==> config.mk <==
export PLATFORM = sky130hd
export DESIGN_NAME = tu_slot_scheduler
export DESIGN_NICKNAME = d
export VERILOG_FILES = /design/src/rtl/tu_sched_pkg.sv /design/src/rtl/tu_cfg_capture.sv /design/src/rtl/tu_group_seq.sv /design/src/rtl/tu_slot_gen.sv /design/src/rtl/tu_slot_scheduler.sv
export SDC_FILE = /design/constraint.sdc
export NUM_CORES = 1
export LEC_CHECK = 0
export BUFFER_PORTS_ARGS = -buffer_cell sky130_fd_sc_hd__buf_2
export CORE_MARGIN = 3
export CORE_UTILIZATION = 35
export DETAILED_ROUTE_END_ITERATION = 12
export PLACE_DENSITY = 0.6
export SLEW_MARGIN = 30
export SYNTH_ARGS = -nofsm -noshare
export SYNTH_HDL_FRONTEND = slang
export SYNTH_SLANG_ARGS = --single-unit
==> constraint.sdc <==
create_clock -name clk -period 3.8 [get_ports clk]
set_clock_uncertainty 0.05 [all_clocks]
set_input_delay 0.57 -clock clk [delete_from_list [all_inputs] [get_ports clk]]
set_output_delay 0.57 -clock clk [all_outputs]
set_load 0.01 [all_outputs]
==> src/rtl/tu_sched_pkg.sv <==
package tu_sched_pkg;

    localparam int WORD_W       = 32;
    localparam int SIZE_FLD_W   = 6;
    localparam int SIZE_W       = SIZE_FLD_W + 1;
    localparam int VAL_W        = 8;
    localparam int LOVAL_W      = 7;
    localparam int DLY_W        = 16;
    localparam int GRP_W        = 4;
    localparam int CNT_W        = 16;

    // field placement inside the two configuration words
    localparam int W1_VAL_LSB   = 0;
    localparam int W1_DLY_LSB   = 16;
    localparam int W2_EN_BIT    = 0;
    localparam int W2_LOVAL_LSB = 1;
    localparam int W2_HIGRP_LSB = 16;
    localparam int W2_LOGRP_LSB = 20;

    // reserved ranges derived from the field placement
    localparam int W1_RSV_LO    = W1_VAL_LSB + VAL_W;
    localparam int W1_RSV_HI    = W1_DLY_LSB - 1;
    localparam int W2_RSVA_LO   = W2_LOVAL_LSB + LOVAL_W;
    localparam int W2_RSVA_HI   = W2_HIGRP_LSB - 1;
    localparam int W2_RSVB_LO   = W2_LOGRP_LSB + GRP_W;
    localparam int W2_RSVB_HI   = WORD_W - 1;

    // safe default used in fallback mode
    localparam int FB_SIZE      = 32;
    localparam int FB_VALID     = 32;

    typedef enum logic [1:0] {
        SCH_IDLE,
        SCH_WAIT,
        SCH_RUN
    } sch_state_e;

    typedef struct packed {
        logic [SIZE_W-1:0] size;
        logic [VAL_W-1:0]  hi_valid;
        logic [VAL_W-1:0]  lo_valid;
        logic [DLY_W-1:0]  delay;
        logic              mod_en;
        logic [GRP_W-1:0]  hi_grp;
        logic [GRP_W-1:0]  lo_grp;
    } tu_cfg_t;

endpackage

==> src/rtl/tu_cfg_capture.sv <==
module tu_cfg_capture
    import tu_sched_pkg::*;
(
    input  logic                  clk,
    input  logic                  rst_n,
    input  logic                  cap_en,
    input  logic                  fallback,
    input  logic [SIZE_FLD_W-1:0] size_m1,
    input  logic [WORD_W-1:0]     word1,
    input  logic [WORD_W-1:0]     word2,
    output tu_cfg_t               cfg,
    output logic                  cfg_err
);

    typedef struct packed {
        tu_cfg_t cfg;
        logic    err;
    } cap_state_t;

    localparam tu_cfg_t CFG_SAFE = '{
        size:     SIZE_W'(FB_SIZE),
        hi_valid: VAL_W'(FB_VALID),
        lo_valid: VAL_W'(FB_VALID - 1),
        delay:    '0,
        mod_en:   1'b0,
        hi_grp:   GRP_W'(1),
        lo_grp:   GRP_W'(1)
    };

    cap_state_t st_d, st_q;
    tu_cfg_t    dec;
    logic       rsv_set;
    logic       bad;

    always_comb begin
        dec.size     = {1'b0, size_m1} + SIZE_W'(1);
        dec.hi_valid = word1[W1_VAL_LSB +: VAL_W];
        dec.delay    = word1[W1_DLY_LSB +: DLY_W];
        dec.mod_en   = word2[W2_EN_BIT];
        dec.lo_valid = VAL_W'(word2[W2_LOVAL_LSB +: LOVAL_W]);
        dec.hi_grp   = word2[W2_HIGRP_LSB +: GRP_W];
        dec.lo_grp   = word2[W2_LOGRP_LSB +: GRP_W];

        rsv_set = (|word1[W1_RSV_HI:W1_RSV_LO])
                | (|word2[W2_RSVA_HI:W2_RSVA_LO])
                | (|word2[W2_RSVB_HI:W2_RSVB_LO]);

        bad = rsv_set
            || (dec.hi_valid > VAL_W'(dec.size))
            || (dec.mod_en && ((dec.lo_valid > VAL_W'(dec.size))
                               || (dec.hi_grp == '0)
                               || (dec.lo_grp == '0)));

        if (fallback) begin
            dec = CFG_SAFE;
            bad = 1'b0;
        end

        st_d = st_q;
        if (cap_en) begin
            st_d.cfg = dec;
            st_d.err = bad;
        end
    end

    always_ff @(posedge clk or negedge rst_n) begin
        if (!rst_n) begin
            st_q.cfg <= CFG_SAFE;
            st_q.err <= 1'b0;
        end else begin
            st_q <= st_d;
        end
    end

    assign cfg     = st_q.cfg;
    assign cfg_err = st_q.err;

endmodule

==> src/rtl/tu_group_seq.sv <==
module tu_group_seq
    import tu_sched_pkg::*;
(
    input  logic             clk,
    input  logic             rst_n,
    input  logic             restart,
    input  logic             unit_done,
    input  logic             mod_en,
    input  logic [VAL_W-1:0] hi_valid,
    input  logic [VAL_W-1:0] lo_valid,
    input  logic [GRP_W-1:0] hi_grp,
    input  logic [GRP_W-1:0] lo_grp,
    output logic [VAL_W-1:0] cur_valid
);

    typedef struct packed {
        logic             in_lower;
        logic [GRP_W-1:0] done_in_grp;
    } grp_state_t;

    grp_state_t st_d, st_q;
    logic [GRP_W-1:0] grp_len;
    logic [GRP_W-1:0] done_inc;

    always_comb begin
        st_d     = st_q;
        grp_len  = st_q.in_lower ? lo_grp : hi_grp;
        done_inc = st_q.done_in_grp + GRP_W'(1);

        if (restart) begin
            st_d.in_lower    = 1'b0;
            st_d.done_in_grp = '0;
        end else if (unit_done && mod_en) begin
            if (done_inc == grp_len) begin
                st_d.in_lower    = ~st_q.in_lower;
                st_d.done_in_grp = '0;
            end else begin
                st_d.done_in_grp = done_inc;
            end
        end
    end

    always_ff @(posedge clk or negedge rst_n) begin
        if (!rst_n) begin
            st_q <= '0;
        end else begin
            st_q <= st_d;
        end
    end

    assign cur_valid = (mod_en && st_q.in_lower) ? lo_valid : hi_valid;

endmodule

==> src/rtl/tu_slot_gen.sv <==
module tu_slot_gen
    import tu_sched_pkg::*;
(
    input  logic              clk,
    input  logic              rst_n,
    input  logic              enable,
    input  logic              line_start,
    input  logic              cfg_err,
    input  logic [SIZE_W-1:0] size,
    input  logic [DLY_W-1:0]  delay,
    input  logic [VAL_W-1:0]  cur_valid,
    output logic              accept,
    output logic              cap_en,
    output logic              unit_done,
    output logic              slot_valid,
    output logic              slot_fill,
    output logic [CNT_W-1:0]  unit_count
);

    typedef struct packed {
        sch_state_e        mode;
        logic [DLY_W-1:0]  dly;
        logic [SIZE_W-1:0] pos;
        logic [CNT_W-1:0]  units;
    } gen_state_t;

    gen_state_t st_d, st_q;
    logic       running;
    logic       in_data;

    always_comb begin
        running   = (st_q.mode == SCH_RUN);
        unit_done = running && (st_q.pos == size - SIZE_W'(1));
        accept    = enable && line_start && !cfg_err;
        cap_en    = (st_q.mode == SCH_IDLE) && !accept;
        in_data   = VAL_W'(st_q.pos) < cur_valid;

        st_d = st_q;

        if (!enable) begin
            st_d.mode = SCH_IDLE;
            st_d.pos  = '0;
        end else if (accept) begin
            st_d.pos = '0;
            if (delay == '0) begin
                st_d.mode = SCH_RUN;
            end else begin
                st_d.mode = SCH_WAIT;
                st_d.dly  = delay;
            end
        end else begin
            case (st_q.mode)
                SCH_WAIT: begin
                    if (st_q.dly == DLY_W'(1)) begin
                        st_d.mode = SCH_RUN;
                    end else begin
                        st_d.dly = st_q.dly - DLY_W'(1);
                    end
                end
                SCH_RUN: begin
                    st_d.pos = unit_done ? '0 : st_q.pos + SIZE_W'(1);
                end
                default: st_d.mode = SCH_IDLE;
            endcase
        end

        if (accept) begin
            st_d.units = '0;
        end else if (unit_done) begin
            st_d.units = st_q.units + CNT_W'(1);
        end
    end

    always_ff @(posedge clk or negedge rst_n) begin
        if (!rst_n) begin
            st_q.mode  <= SCH_IDLE;
            st_q.dly   <= '0;
            st_q.pos   <= '0;
            st_q.units <= '0;
        end else begin
            st_q <= st_d;
        end
    end

    assign slot_valid = running && in_data;
    assign slot_fill  = running && !in_data;
    assign unit_count = st_q.units;

endmodule

==> src/rtl/tu_slot_scheduler.sv <==
module tu_slot_scheduler
    import tu_sched_pkg::*;
(
    input  logic                  clk,
    input  logic                  rst_n,
    input  logic                  enable,
    input  logic                  fallback,
    input  logic                  line_start,
    input  logic [SIZE_FLD_W-1:0] tu_len_m1,
    input  logic [WORD_W-1:0]     cfg_word1,
    input  logic [WORD_W-1:0]     cfg_word2,
    output logic                  slot_valid,
    output logic                  slot_fill,
    output logic                  unit_last,
    output logic [CNT_W-1:0]      unit_count,
    output logic                  cfg_err
);

    tu_cfg_t          cfg;
    logic             accept;
    logic             cap_en;
    logic             unit_done;
    logic [VAL_W-1:0] cur_valid;

    tu_cfg_capture u_cfg (
        .clk     (clk),
        .rst_n   (rst_n),
        .cap_en  (cap_en),
        .fallback(fallback),
        .size_m1 (tu_len_m1),
        .word1   (cfg_word1),
        .word2   (cfg_word2),
        .cfg     (cfg),
        .cfg_err (cfg_err)
    );

    tu_group_seq u_grp (
        .clk      (clk),
        .rst_n    (rst_n),
        .restart  (accept),
        .unit_done(unit_done),
        .mod_en   (cfg.mod_en),
        .hi_valid (cfg.hi_valid),
        .lo_valid (cfg.lo_valid),
        .hi_grp   (cfg.hi_grp),
        .lo_grp   (cfg.lo_grp),
        .cur_valid(cur_valid)
    );

    tu_slot_gen u_gen (
        .clk       (clk),
        .rst_n     (rst_n),
        .enable    (enable),
        .line_start(line_start),
        .cfg_err   (cfg_err),
        .size      (cfg.size),
        .delay     (cfg.delay),
        .cur_valid (cur_valid),
        .accept    (accept),
        .cap_en    (cap_en),
        .unit_done (unit_done),
        .slot_valid(slot_valid),
        .slot_fill (slot_fill),
        .unit_count(unit_count)
    );

    assign unit_last = unit_done;

endmodule

### Word level (Yosys, flattened, before mapping)

Index checks and enable logic that the tools add are counted.

* logic and storage cells: 87
* output and inout port bits: 20
* bits of input ports: 75
* flip-flop bits (word level): 95

* bitwise operators: 3
* equality and inequality tests: 10
* add/subtract/negate cells: 6
* $lt $le $gt $ge: 3
* muxes and demuxes: 21
* reduce and logical (&&, ||, !) cells: 30

Operators by type and width (count)
* 16-bit two-way mux: 5
* 48-bit two-way mux: 1
* 25-bit two-way mux: 1
* 8-bit OR reduction: 3
* 7-bit two-way mux: 3
* 16-bit by 1-bit adder with 16-bit output (second input constant): 1
* 16-bit by 1-bit == test with 1-bit output (second input constant): 1
* 16-bit zero test: 1
* 16-bit by 1-bit subtractor with 16-bit output (second input constant): 1
* 5-bit two-way mux: 2
* 1-bit logical AND: 9
* 8-bit by 7-bit > comparator with 1-bit output: 1
* 4-bit zero test: 2
* 7-bit by 8-bit < comparator with 1-bit output: 1
* 4-bit two-way mux: 2
* 8-bit two-way mux: 1
* 2-bit nonzero test: 4
* 6-bit by 1-bit adder with 7-bit output (second input constant): 1
* 7-bit by 1-bit adder with 7-bit output (second input constant): 1
* 7-bit == test: 1
* 7-bit > comparator: 1
* 7-bit by 1-bit subtractor with 7-bit output (second input constant): 1
* 2-bit two-way mux: 3
* 4-bit by 1-bit adder with 4-bit output (second input constant): 1
* 16 further kinds: 25

### Longest topological paths before layout

Gate-level depths: netlist (run 1).

* word-level depth: 7
* gate-level depth with buffers: 11

### Modules after synthesis

Synthesis (run 1) repeated with hierarchy kept, for this count alone.

* cells, all modules: 688
* area total of the unflattened synthesis: 6033.3 sq um

By module, submodules not included
* tu_slot_gen: cells each 370, times used 1, seq. area each 1026.0 sq um, area each 3034.2 sq um
* tu_cfg_capture: cells each 271, times used 1, seq. area each 1212.4 sq um, area each 2537.4 sq um
* tu_group_seq: cells each 47, times used 1, seq. area each 125.1 sq um, area each 461.7 sq um

### Least setup slack after synthesis (run 1)

OpenSTA, ideal clock, no wires.

* kind: register -> register
* from: reg u_cfg.cfg[41] (netlist name)
* to: reg u_gen.st_q, in the netlist u_gen.unit_count[12]
* stages on the path, launching flop included: 11
* period minus slack after synthesis: 2.843 ns
* data required time: 3.672 ns
* library setup time: 0.078 ns
* arrival time: 2.715 ns
* slack: 0.957 ns
* cell sequence: dfrtp_1 clkbuf_1 inv_1 ha_1 nand2b_1 or4_1 a211oi_1 o311ai_4 buf_6 or4_1 a21oi_1

* cells in the longest elaborated chain, start to end: 4

Ends and longest elaborated chain
* 7-bit by 1-bit subtractor with 7-bit output: RTL line tu_slot_gen.sv:33 `unit_done = running && (st_q.pos == size - SIZE_W'(1));`
* 7-bit == test: RTL line tu_slot_gen.sv:33
* 1-bit logical AND: RTL line tu_slot_gen.sv:33
* 2-bit nonzero test (no source line)
* end signal, assigned: RTL line tu_slot_gen.sv:81 `st_q <= st_d;`
* end, declared: RTL line tu_slot_gen.sv:27 `gen_state_t st_d, st_q;`

No other way between the ends.
A chain may end at the register's enable or synchronous reset.

### Worst setup path in the final report (run 1)

* from: reg u_cfg.cfg[41] (netlist name)
* to: out unit_last

* cells in the longest elaborated chain, start to end: 3

Ends and longest elaborated chain
* 7-bit by 1-bit subtractor with 7-bit output: RTL line tu_slot_gen.sv:33
* 7-bit == test: RTL line tu_slot_gen.sv:33
* 1-bit logical AND: RTL line tu_slot_gen.sv:33
* end, declared: RTL line tu_slot_scheduler.sv:14 `output logic unit_last,`

No other way between the ends.

==> metrics.yaml, run 1 <==
run_status:
  status: "complete, no violations"
setup_path:
  endpoint: "unit_last"
  cp.arrival_ns: 2.71
  startpoint: "u_cfg.cfg[41]"
  critPathLaunchType: "flop"
  r2r-end: "u_gen.unit_count[8]"
  crit_fanout: 10
  timing_worst_setup_path_type: "flop to primary output"
  r2r-start: "u_cfg.cfg[41]"
  rrSetupSlack_ns: 0.67
  cp-end-kind: "primary output"
  cp_data_required_time_ns: 3.18
  worst-r2r-cell-count: 9
finish:
  nFillCells: 1642
  fin_nets: 822
  final_common_cell: "buf_2"
  syn2layout_area_growth_pct: 14.0
  final_area_um2: 6580
  antenna_cells: 0
  multi_input_area_um2: 3070
  final_cell_mix: "buf_2 (93), dfrtp_1 (85), o21ai_0 (77)"
  drive_gt1_share_pct: 19.0
  seqCellArea_um2: 2360
synthesis:
  synth-seq-area-share_pct: 41.0
  ys_warn_count: 0
  ys_top_cells_by_area: "dfrtp_1 (37%), o21ai_0 (6.7%), ha_1 (5.2%), nand2_1 (4.7%), dfstp_2 (4.1%)"
  ys_types: 53
  yosys_most_used_dff: "dfrtp_1"
  synth_cells: 666
  yosysTopAreaCellShare_pct: 36.9
  avgSynthCellArea_um2: 8.66
  netlist_area_um2: 5770
  synth_top_area_cell: "dfrtp_1"
  synth-edff-count: 0
  ys_ff_latch: 94
  synth_nets: 765
  synth-async-reset-ratio_pct: 100
clock_network:
  numClockSinks: 94
  h-tree-depth: 3
  cts.path.max_buffers: 2
  clock_latency_ns: 0.34
  cts-buffers-inserted: 9
  cts_tree: "yes"
  cts-root-buf: "clkbuf_16"
  holdBufCountCts: 0
  ctsResizeCount: 0
  path_clk_slew_ns: 0.07
  post-cts-setup-buffers: 0
global_routing:
  grt_pass1_vias: 4892
  grt-ovfl-total: 0
  grt-busiest-layer: "met2"
  grt_pass1_wl_mm: 24.5
  antenna_found_initial: 0
  grt_max_degree: 64
  grtUsageMet1_pct: 24.2
  globalRouteTotalUtil_pct: 16.4
  met3_usage_pct: 2.85
  use_met2_pct: 24.9
floorplan:
  die_h_um: 134
  core_area_um2: 16000
  die_area_um2: 18100
  ioPinCount: 95
  die_w_um: 134
  fp-row-count: 46
  start_util_pct: 36.1
placed_design:
  gp_congestion: 0.849
  place_area_um2: 6290
  portBuffers: 94
  hpwl_mm: 10.8
route:
  wl_mm: 14.3
  dr_total_vias: 5021
  wl_per_cell_um: 15.2
  dr.pass1.iters: 4
  via_per_inst: 5.32
  ant_nets: 0
  drtIter0Drc: 301
  drc_errors: 0
timing:
  period_needed_ns: 3.33
  relSlewSlack_pct: 50.9
  rsz0062_at_grt: "no"
  slew_violations: 0
  worst_pin_slew_ns: 0.730
  fin_tns_setup_ns: 0
  finalSetupViolCount: 0
  fmax_mhz: 301
  hold_viol_final: 0
  fin_crit_sh_pct: 87.6
hold_path:
  hp-class: "input port to async pin"
power_and_ir_drop:
  powerDensity_nw_per_um2: 536
  ir_worst_vdd_uv: 252
  power_leakage_nw: 2.87
job:
  drv_cap: 0
==> critical path, stage by stage, from the launching register on <==
cell and delay, ns:
dfrtp_1 0.53, inv_1 0.08, ha_1 0.27, nand2b_1 0.16
or4_1 0.41, a211oi_1 0.43, o311ai_4 0.12, inv_2 0.19
buf_2 0.17
==> state kept, by name (all words and copies together) (netlist names) <==
signal	flops
u_gen.st_q	25
u_grp.st_q	5
u_cfg.cfg_err	1
u_gen.unit_count	16
u_cfg.cfg	47
==> worst min-delay path by stage <==
stage               depth (start not counted)                    to          start
finish                                      1   u_gen.unit_count[9]          rst_n
global route                                1  u_gen.unit_count[12]          rst_n
CTS                                         1  u_gen.unit_count[12]          rst_n
detailed placement                          2          u_cfg.cfg[3]   u_cfg.cfg[3]
global placement                            2         u_cfg.cfg[33]  u_cfg.cfg[33]
floorplan                                   0         u_cfg.cfg[10]          rst_n
==> final cells by class <==
cell class                 instances  area share (%)
clock buffer                      11            3.84
clock inverter                     5           0.476
inverter                          18            1.03
multi-input combinational        499            46.6
sequential                        94            35.9
tap                              216            4.11
timing repair buffer             101            7.99
==> through the flow <==
step	util, %	hold slack, ns	worst slack [ns]	instances	total power, mW
6_report	41.1	0.158	0.473	944	3.52
2_1_floorplan	-	0.224	0.957	666	2.32
5_1_grt	41.1	0.194	0.280	944	3.79
3_5_place_dp	39.3	0.416	0.688	928	2.68
4_1_cts	41.1	0.170	0.444	944	3.55
3_3_place_gp	39.3	0.409	0.838	928	2.63
==> cells by family after synthesis <==
| group | share of synthesized area, % |
|---|---|
| simple gates | 24.0 |
| compound gates | 18.8 |
| flops | 41.0 |
| buf+inv | 5.94 |
| fa+ha+maj | 5.20 |
| xor+xnor | 3.21 |
| mux | 1.95 |
==> synth_stat cells, drive strengths merged, types with 9 or more instances <==
master  instances
dfrtp          85
a31oi          11
xnor2          10
nor3           18
o21ai          77
dfstp           9
nand2b         35
mux2i           9
nor2           40
nor4           17
a21oi          39
and3            9
inv            18
nand3          21
nand2          72
clkbuf         36
ha             24
or3            10
o31ai          20
or4            21
buf            19
==> power breakdown <==
| group | internal, mW | switching, mW | total [mW] |
|---|---|---|---|
| clock network | 0.478 | 0.383 | 0.861 |
| logic | 0.435 | 0.668 | 1.10 |
| registers | 1.31 | 0.255 | 1.56 |
==> metal layers <==
| metal | vias up | part of all wire [%] |
|---|---|---|
| met1 | 2342 | 48 |
| met5 | - | 0 |
| met2 | 158 | 45 |
| met3 | 13 | 5.6 |
| li1 | 2508 | - |
| met4 | 0 | 1.3 |
No activity file was read; power rests on OpenSTA's default activity.
==> run 2: changes to the inputs <==
Settings changed: CORE_UTILIZATION 35 to 58, PLACE_DENSITY 0.6 to 0.87, SYNTH_HIERARCHICAL from default to 1.
==> metrics.yaml, run 2 <==
synthesis:
  synth_nets: 787  # was 765
  ys_top_cells_by_area: "dfrtp_1 (35%), o21ai_0 (5.7%), ha_1 (5.0%), nand3b_1 (4.4%), dfstp_2 (3.9%)"  # was dfrtp_1 (37%), o21ai_0 (6.7%), ha_1 (5.2%), nand2_1 (4.7%), dfstp_2 (4.1%)
  synthAdderAreaFrac_pct: 5.16  # was 5.20%
  ys_warn_count: 6  # was 0
  ys_ff_latch: 94  # unchanged
  avgSynthCellArea_um2: 8.77  # was 8.66 µm²
  synth-edff-count: 0  # unchanged
  synthSimpleGateAreaFrac_pct: 21.9  # was 24.0%
  synth-seq-area-share_pct: 39.2  # was 41.0%
  synth.most_common_cell: "dfrtp_1"  # unchanged
  ys_types: 74  # was 53
  synth_cells: 688  # was 666
  synth_common_cells: "dfrtp_1 (85), o21ai_0 (69), inv_1 (60)"  # was dfrtp_1 (85), o21ai_0 (77), nand2_1 (72)
  synth_top_area_cell: "dfrtp_1"  # unchanged
  netlist_area_um2: 6030  # was 5770 µm²
  yosysTopAreaCellShare_pct: 35.3  # was 36.9%
  synthMuxAreaShare_pct: 3.03  # was 1.95%
  yosys_most_used_dff: "dfrtp_1"  # unchanged
  synth_xor_area_share_pct: 3.36  # was 3.21%
  synth-async-reset-ratio_pct: 100  # unchanged
  synth_compound_area_share_pct: 18.7  # was 18.8%
  synth_top_family_by_area: "simple AND/OR/NAND/NOR gates"  # unchanged
timing:
  finalSetupViolCount: 0  # unchanged
  fin_crit_sh_pct: 95.8  # was 87.6%
  relSlewSlack_pct: 49.1  # was 50.9%
  holdWs_ns: 0.212  # was 0.158 ns
  worst_pin_slew_ns: 0.764  # was 0.730 ns
  fmax_mhz: 275  # was 301 MHz
  fin_tns_setup_ns: 0  # unchanged
  setup_ws_ns: 0.160  # was 0.473 ns
  period_needed_ns: 3.64  # was 3.33 ns
  rsz0062_at_grt: "no"  # unchanged
  slew_violations: 0  # unchanged
  hold_viol_final: 0  # unchanged
setup_path:
  startpoint: "u_grp/st_q[4]"  # was u_cfg.cfg[41]
  cp-end-kind: "primary output"  # unchanged
  r2r-start: "u_cfg/cfg[43]"  # was u_cfg.cfg[41]
  rrSetupSlack_ns: 0.72  # was 0.67 ns
  crit_fanout: 8  # was 10
  cp_data_required_time_ns: 3.18  # about the same
  critPathLaunchType: "flop"  # unchanged
  timing_worst_setup_path_type: "flop to primary output"  # unchanged
  worst-r2r-cell-count: 10  # was 9
  cp.arrival_ns: 3.02  # was 2.71 ns
route:
  ant_nets: 0  # unchanged
  drtIter0Drc: 468  # was 301
  wl_mm: 15.2  # was 14.3 mm
  wl_per_cell_um: 17.1  # was 15.2 µm
  dr_total_vias: 5510  # was 5021
  drc_errors: 0  # unchanged
  via_per_inst: 6.19  # was 5.32
  dr.pass1.iters: 7  # was 4
clock_network:
  h-tree-depth: 3  # unchanged
  holdBufCountCts: 0  # unchanged
  cts.path.max_buffers: 2  # unchanged
  clock_latency_ns: 0.38  # was 0.34 ns
  cts-root-buf: "clkbuf_8"  # was clkbuf_16
  post-cts-setup-buffers: 0  # unchanged
  cts_tree: "yes"  # unchanged
  cts-buffers-inserted: 9  # unchanged
  ctsResizeCount: 0  # unchanged
  path_clk_slew_ns: 0.09  # was 0.07 ns
  numClockSinks: 94  # unchanged
placed_design:
  hpwl_mm: 11.1  # was 10.8 mm
  gp_congestion: 0.919  # was 0.849
  portBuffers: 94  # unchanged
  pre_cts_ws_ns: 0.504  # was 0.688 ns
global_routing:
  grt-ovfl-total: 0  # unchanged
  grt_max_degree: 71  # was 64
  globalRouteTotalUtil_pct: 27.2  # was 16.4%
  grt_pass1_vias: 5255  # was 4892
  grt_pass1_wl_mm: 25.2  # was 24.5 mm
  antenna_found_initial: 0  # unchanged
floorplan:
  die_area_um2: 11700  # was 18100 µm²
  die_h_um: 108  # was 134 µm
  core_area_um2: 9950  # was 16000 µm²
  ioPinCount: 95  # unchanged
  die_w_um: 108  # was 134 µm
  fp-row-count: 36  # was 46
  start_util_pct: 60.6  # was 36.1%
power_and_ir_drop:
  power_leakage_nw: 3.02  # was 2.87 nW
  finalPower_mw: 3.88  # was 3.52 mW
  seqPwrFrac_pct: 41.1  # was 44.3%
  internal_power_mw: 2.33  # was 2.22 mW
  power.share.combinational_pct: 37.4  # was 31.3%
  ir_worst_vdd_uv: 253  # was 252 µV
  p_switching_mw: 1.54  # was 1.31 mW
  power_frac_clock_pct: 21.5  # was 24.4%
  powerDensity_nw_per_um2: 576  # was 536 nW/µm²
  switching_share_pct: 39.8  # was 37.0%
finish:
  final_common_cell: "buf_2"  # unchanged
  syn2layout_area_growth_pct: 11.6  # was 14.0%
  top_register: "u_cfg/cfg"  # was u_cfg.cfg
  drive_gt1_share_pct: 20.7  # was 19.0%
  fin_nets: 851  # was 822
  largest_reg_flops: 47  # unchanged
  antenna_cells: 0  # unchanged
  final_cell_mix: "buf_2 (93), dfrtp_1 (85), o21ai_0 (69)"  # was buf_2 (93), dfrtp_1 (85), o21ai_0 (77)
job:
  drv_cap: 0  # unchanged
run_status:
  status: "complete, no violations"  # unchanged
hold_path:
  hp-class: "input port to async pin"  # unchanged
==> run 2: cell count changes in the layout (fill, tap and decap cells not counted), moves of 9 or more <==
cell / previous run / this run
inv_1: 17 / 60
nand3b_1: 0 / 35
nand2_1: 72 / 38
nand2b_1: 35 / 11
or4_1: 21 / 9
o31ai_1: 20 / 9
clkbuf_16: 9 / 0
==> run 2: final cells by class <==
class / count / area (µm²)
clock inverter: 6 / 115
fill: 789 / 3220
inverter: 61 / 229
clock buffer: 10 / 138
tap: 133 / 166
sequential: 94 / 2360
timing repair buffer: 105 / 556
multi-input combinational: 481 / 3160
==> run 2: per-layer routing <==
layer	track usage (%)	wire [µm]	part of all wire (%)	vias up
li1	-	-	-	2572
met1	36.7	6470	43	2654
met2	43.7	7330	48	243
met3	4.72	974	6.4	41
met4	10.8	399	2.6	0
met5	0	0	0	-
==> run 2: path summary, 6_finish.rpt <==
kind / to
setup reg to reg: u_grp/st_q[3]
hold reg to reg: u_cfg/cfg[28]
setup / recovery: slot_valid
hold / removal: u_cfg/cfg[18]
min in group clk: u_cfg/cfg[19]
max in group asynchronous: u_cfg/cfg[46]
==> run 2: worst max-delay path, stage by stage, from the launching register on <==
cell	delay (ns)
dfrtp_1	0.50
nand2_1	0.33
mux2_2	0.38
inv_1	0.06
ha_1	0.22
a21o_1	0.15
a21o_1	0.16
a211o_1	0.28
a21oi_1	0.25
o311a_1	0.18
buf_2	0.12
==> run 2: logic make-up (layout without fill, tap and decap cells) <==
kind of cell               after synthesis  count (layout)
and+or+nand+nor                        235             235
AOI/OAI and AO/OA                      183             183
DFF                                     94              94
buffers and inverters                  113             182
xor gates and xnor gates                20              20
muxes                                   17              17
other                                    1               1
adders and majority gates               25              25
==> run 2: power by group through the flow <==
stage          combinational [mW]  clock [mW]  sequential [mW]
3_3_place_gp                 1.33           0             1.58
5_1_grt                      1.63       0.881             1.64
2_1_floorplan                1.11           0             1.51
4_1_cts                      1.41       0.838             1.59
6_report                     1.45       0.832             1.59
3_5_place_dp                 1.40           0             1.60
==> run 2: through the flow <==
step           area (µm²)  std cells  util (%)
4_1_cts              6720        890      67.5
6_report             6730        890      67.6
5_1_grt              6730        890      67.6
3_5_place_dp         6470        874      65.0
2_1_floorplan        6030        688         -
3_3_place_gp         6470        874      65.0
==> run 3: changes to the inputs <==
Settings changed: MAX_ROUTING_LAYER from default to met4.
==> metrics.yaml, run 3 (synthesis results as in run 2) <==
setup_path:
  crit_fanout: 8  # unchanged
  timing_worst_setup_path_type: "flop to primary output"  # unchanged
  cp_data_required_time_ns: 3.18  # about the same
  cp.arrival_ns: 3.05  # was 3.02 ns
  rrSetupSlack_ns: 0.74  # was 0.72 ns
  critPathLaunchType: "flop"  # unchanged
  cp-end-kind: "primary output"  # unchanged
floorplan:
  fp-row-count: 36  # unchanged
  die_area_um2: 11700  # unchanged
  ioPinCount: 95  # unchanged
  start_util_pct: 60.6  # unchanged
  die_h_um: 108  # unchanged
  core_area_um2: 9950  # unchanged
  die_w_um: 108  # unchanged
finish:
  drive_gt1_share_pct: 20.4  # was 20.7%
  final_cell_mix: "buf_2 (93), dfrtp_1 (85), o21ai_0 (69)"  # unchanged
  fin_nets: 852  # was 851
  final_core_util_pct: 66.9  # was 67.6%
  top_register: "u_cfg/cfg"  # unchanged
  antenna_cells: 0  # unchanged
  final_common_cell: "buf_2"  # unchanged
  syn2layout_area_growth_pct: 10.4  # was 11.6%
  largest_reg_flops: 47  # unchanged
route:
  wl_mm: 15.1  # was 15.2 mm
  drtIter0Drc: 487  # was 468
  via_per_inst: 6.16  # was 6.19
  ant_nets: 0  # unchanged
  dr.pass1.iters: 5  # was 7
  wl_per_cell_um: 16.9  # was 17.1 µm
  dr_total_vias: 5488  # was 5510
  drc_errors: 0  # unchanged
global_routing:
  grt_pass1_vias: 5345  # was 5255
  grt_pass1_wl_mm: 25.1  # was 25.2 mm
  antenna_found_initial: 0  # unchanged
  grt_max_degree: 71  # unchanged
  grt-ovfl-total: 0  # unchanged
  globalRouteTotalUtil_pct: 27.8  # was 27.2%
timing:
  fin_tns_setup_ns: 0  # unchanged
  hold_viol_final: 0  # unchanged
  period_needed_ns: 3.67  # was 3.64 ns
  fmax_mhz: 273  # was 275 MHz
  rsz0062_at_grt: "no"  # unchanged
  worst_pin_slew_ns: 0.735  # was 0.764 ns
  slew_violations: 0  # unchanged
  fin_crit_sh_pct: 96.6  # was 95.8%
  holdWs_ns: 0.0952  # was 0.212 ns
  relSlewSlack_pct: 50.5  # was 49.1%
  finalSetupViolCount: 0  # unchanged
clock_network:
  ctsResizeCount: 0  # unchanged
  clock_latency_ns: 0.37  # was 0.38 ns
  cts-root-buf: "clkbuf_8"  # unchanged
  cts.path.max_buffers: 2  # unchanged
  cts_tree: "yes"  # unchanged
  numClockSinks: 94  # unchanged
  post-cts-setup-buffers: 0  # unchanged
  path_clk_slew_ns: 0.09  # about the same
  cts-buffers-inserted: 9  # unchanged
  holdBufCountCts: 0  # unchanged
  h-tree-depth: 3  # unchanged
run_status:
  status: "complete, no violations"  # unchanged
hold_path:
  hp-class: "input port to async pin"  # unchanged
power_and_ir_drop:
  finalPower_mw: 3.71  # was 3.88 mW
  power_leakage_nw: 2.99  # was 3.02 nW
  ir_worst_vdd_uv: 272  # was 253 µV
  powerDensity_nw_per_um2: 557  # was 576 nW/µm²
placed_design:
  hpwl_mm: 11.0  # was 11.1 mm
  portBuffers: 94  # unchanged
  gp_congestion: 0.905  # was 0.919
job:
  drv_cap: 0  # unchanged
-- run 3: path summary, 6_finish.rpt --
check / depth (start not counted) / from / to
setup / recovery: 10 / u_grp/st_q[4] / slot_valid
hold / removal: 1 / rst_n / u_cfg/cfg[37]
setup reg to reg: 12 / u_cfg/cfg[41] / u_grp/st_q[2]
hold reg to reg: 2 / u_cfg/cfg[28] / u_cfg/cfg[28]
max in group asynchronous: 2 / rst_n / u_cfg/cfg[46]
min in group clk: 3 / cfg_word1[23] / u_cfg/cfg[16]
-- run 3: final cells by class --
class                      count  area, µm²
clock buffer                  12        135
clock inverter                 4       48.8
fill                         814       3290
inverter                      61        229
multi-input combinational    481       3160
sequential                    94       2360
tap                          133        166
timing repair buffer         106        563
-- run 3: per-stage QoR --
stage	setup WS [ns]	cells	instance area (µm²)
after global placement	0.739	875	6480
after floorplan	0.926	688	6030
after detailed placement	0.574	875	6480
final	0.131	891	6660
after CTS	0.147	891	6660
after global routing	0.0225	891	6660
-- run 3: per-layer routing --
metal	GRT usage, %	vias up	routed length, µm
met4	11.5	0	388
met5	-	-	0
met3	2.87	31	959
met1	36.3	2634	6450
met2	44.5	247	7300
li1	-	2576	-
-- run 3: critical path: stages (launching register included) --
cell	delay (ns)
dfrtp_1	0.49
nand2_1	0.33
mux2_2	0.38
inv_1	0.06
ha_1	0.23
a21o_1	0.17
a21o_1	0.18
a211o_1	0.29
a21oi_1	0.27
o311a_1	0.18
buf_2	0.12
-- run 3: where the power goes --
| part | switching, mW | internal, mW | total (mW) |
|---|---|---|---|
| registers | 0.286 | 1.31 | 1.60 |
| logic | 0.899 | 0.571 | 1.47 |
| clock network | 0.342 | 0.304 | 0.647 |
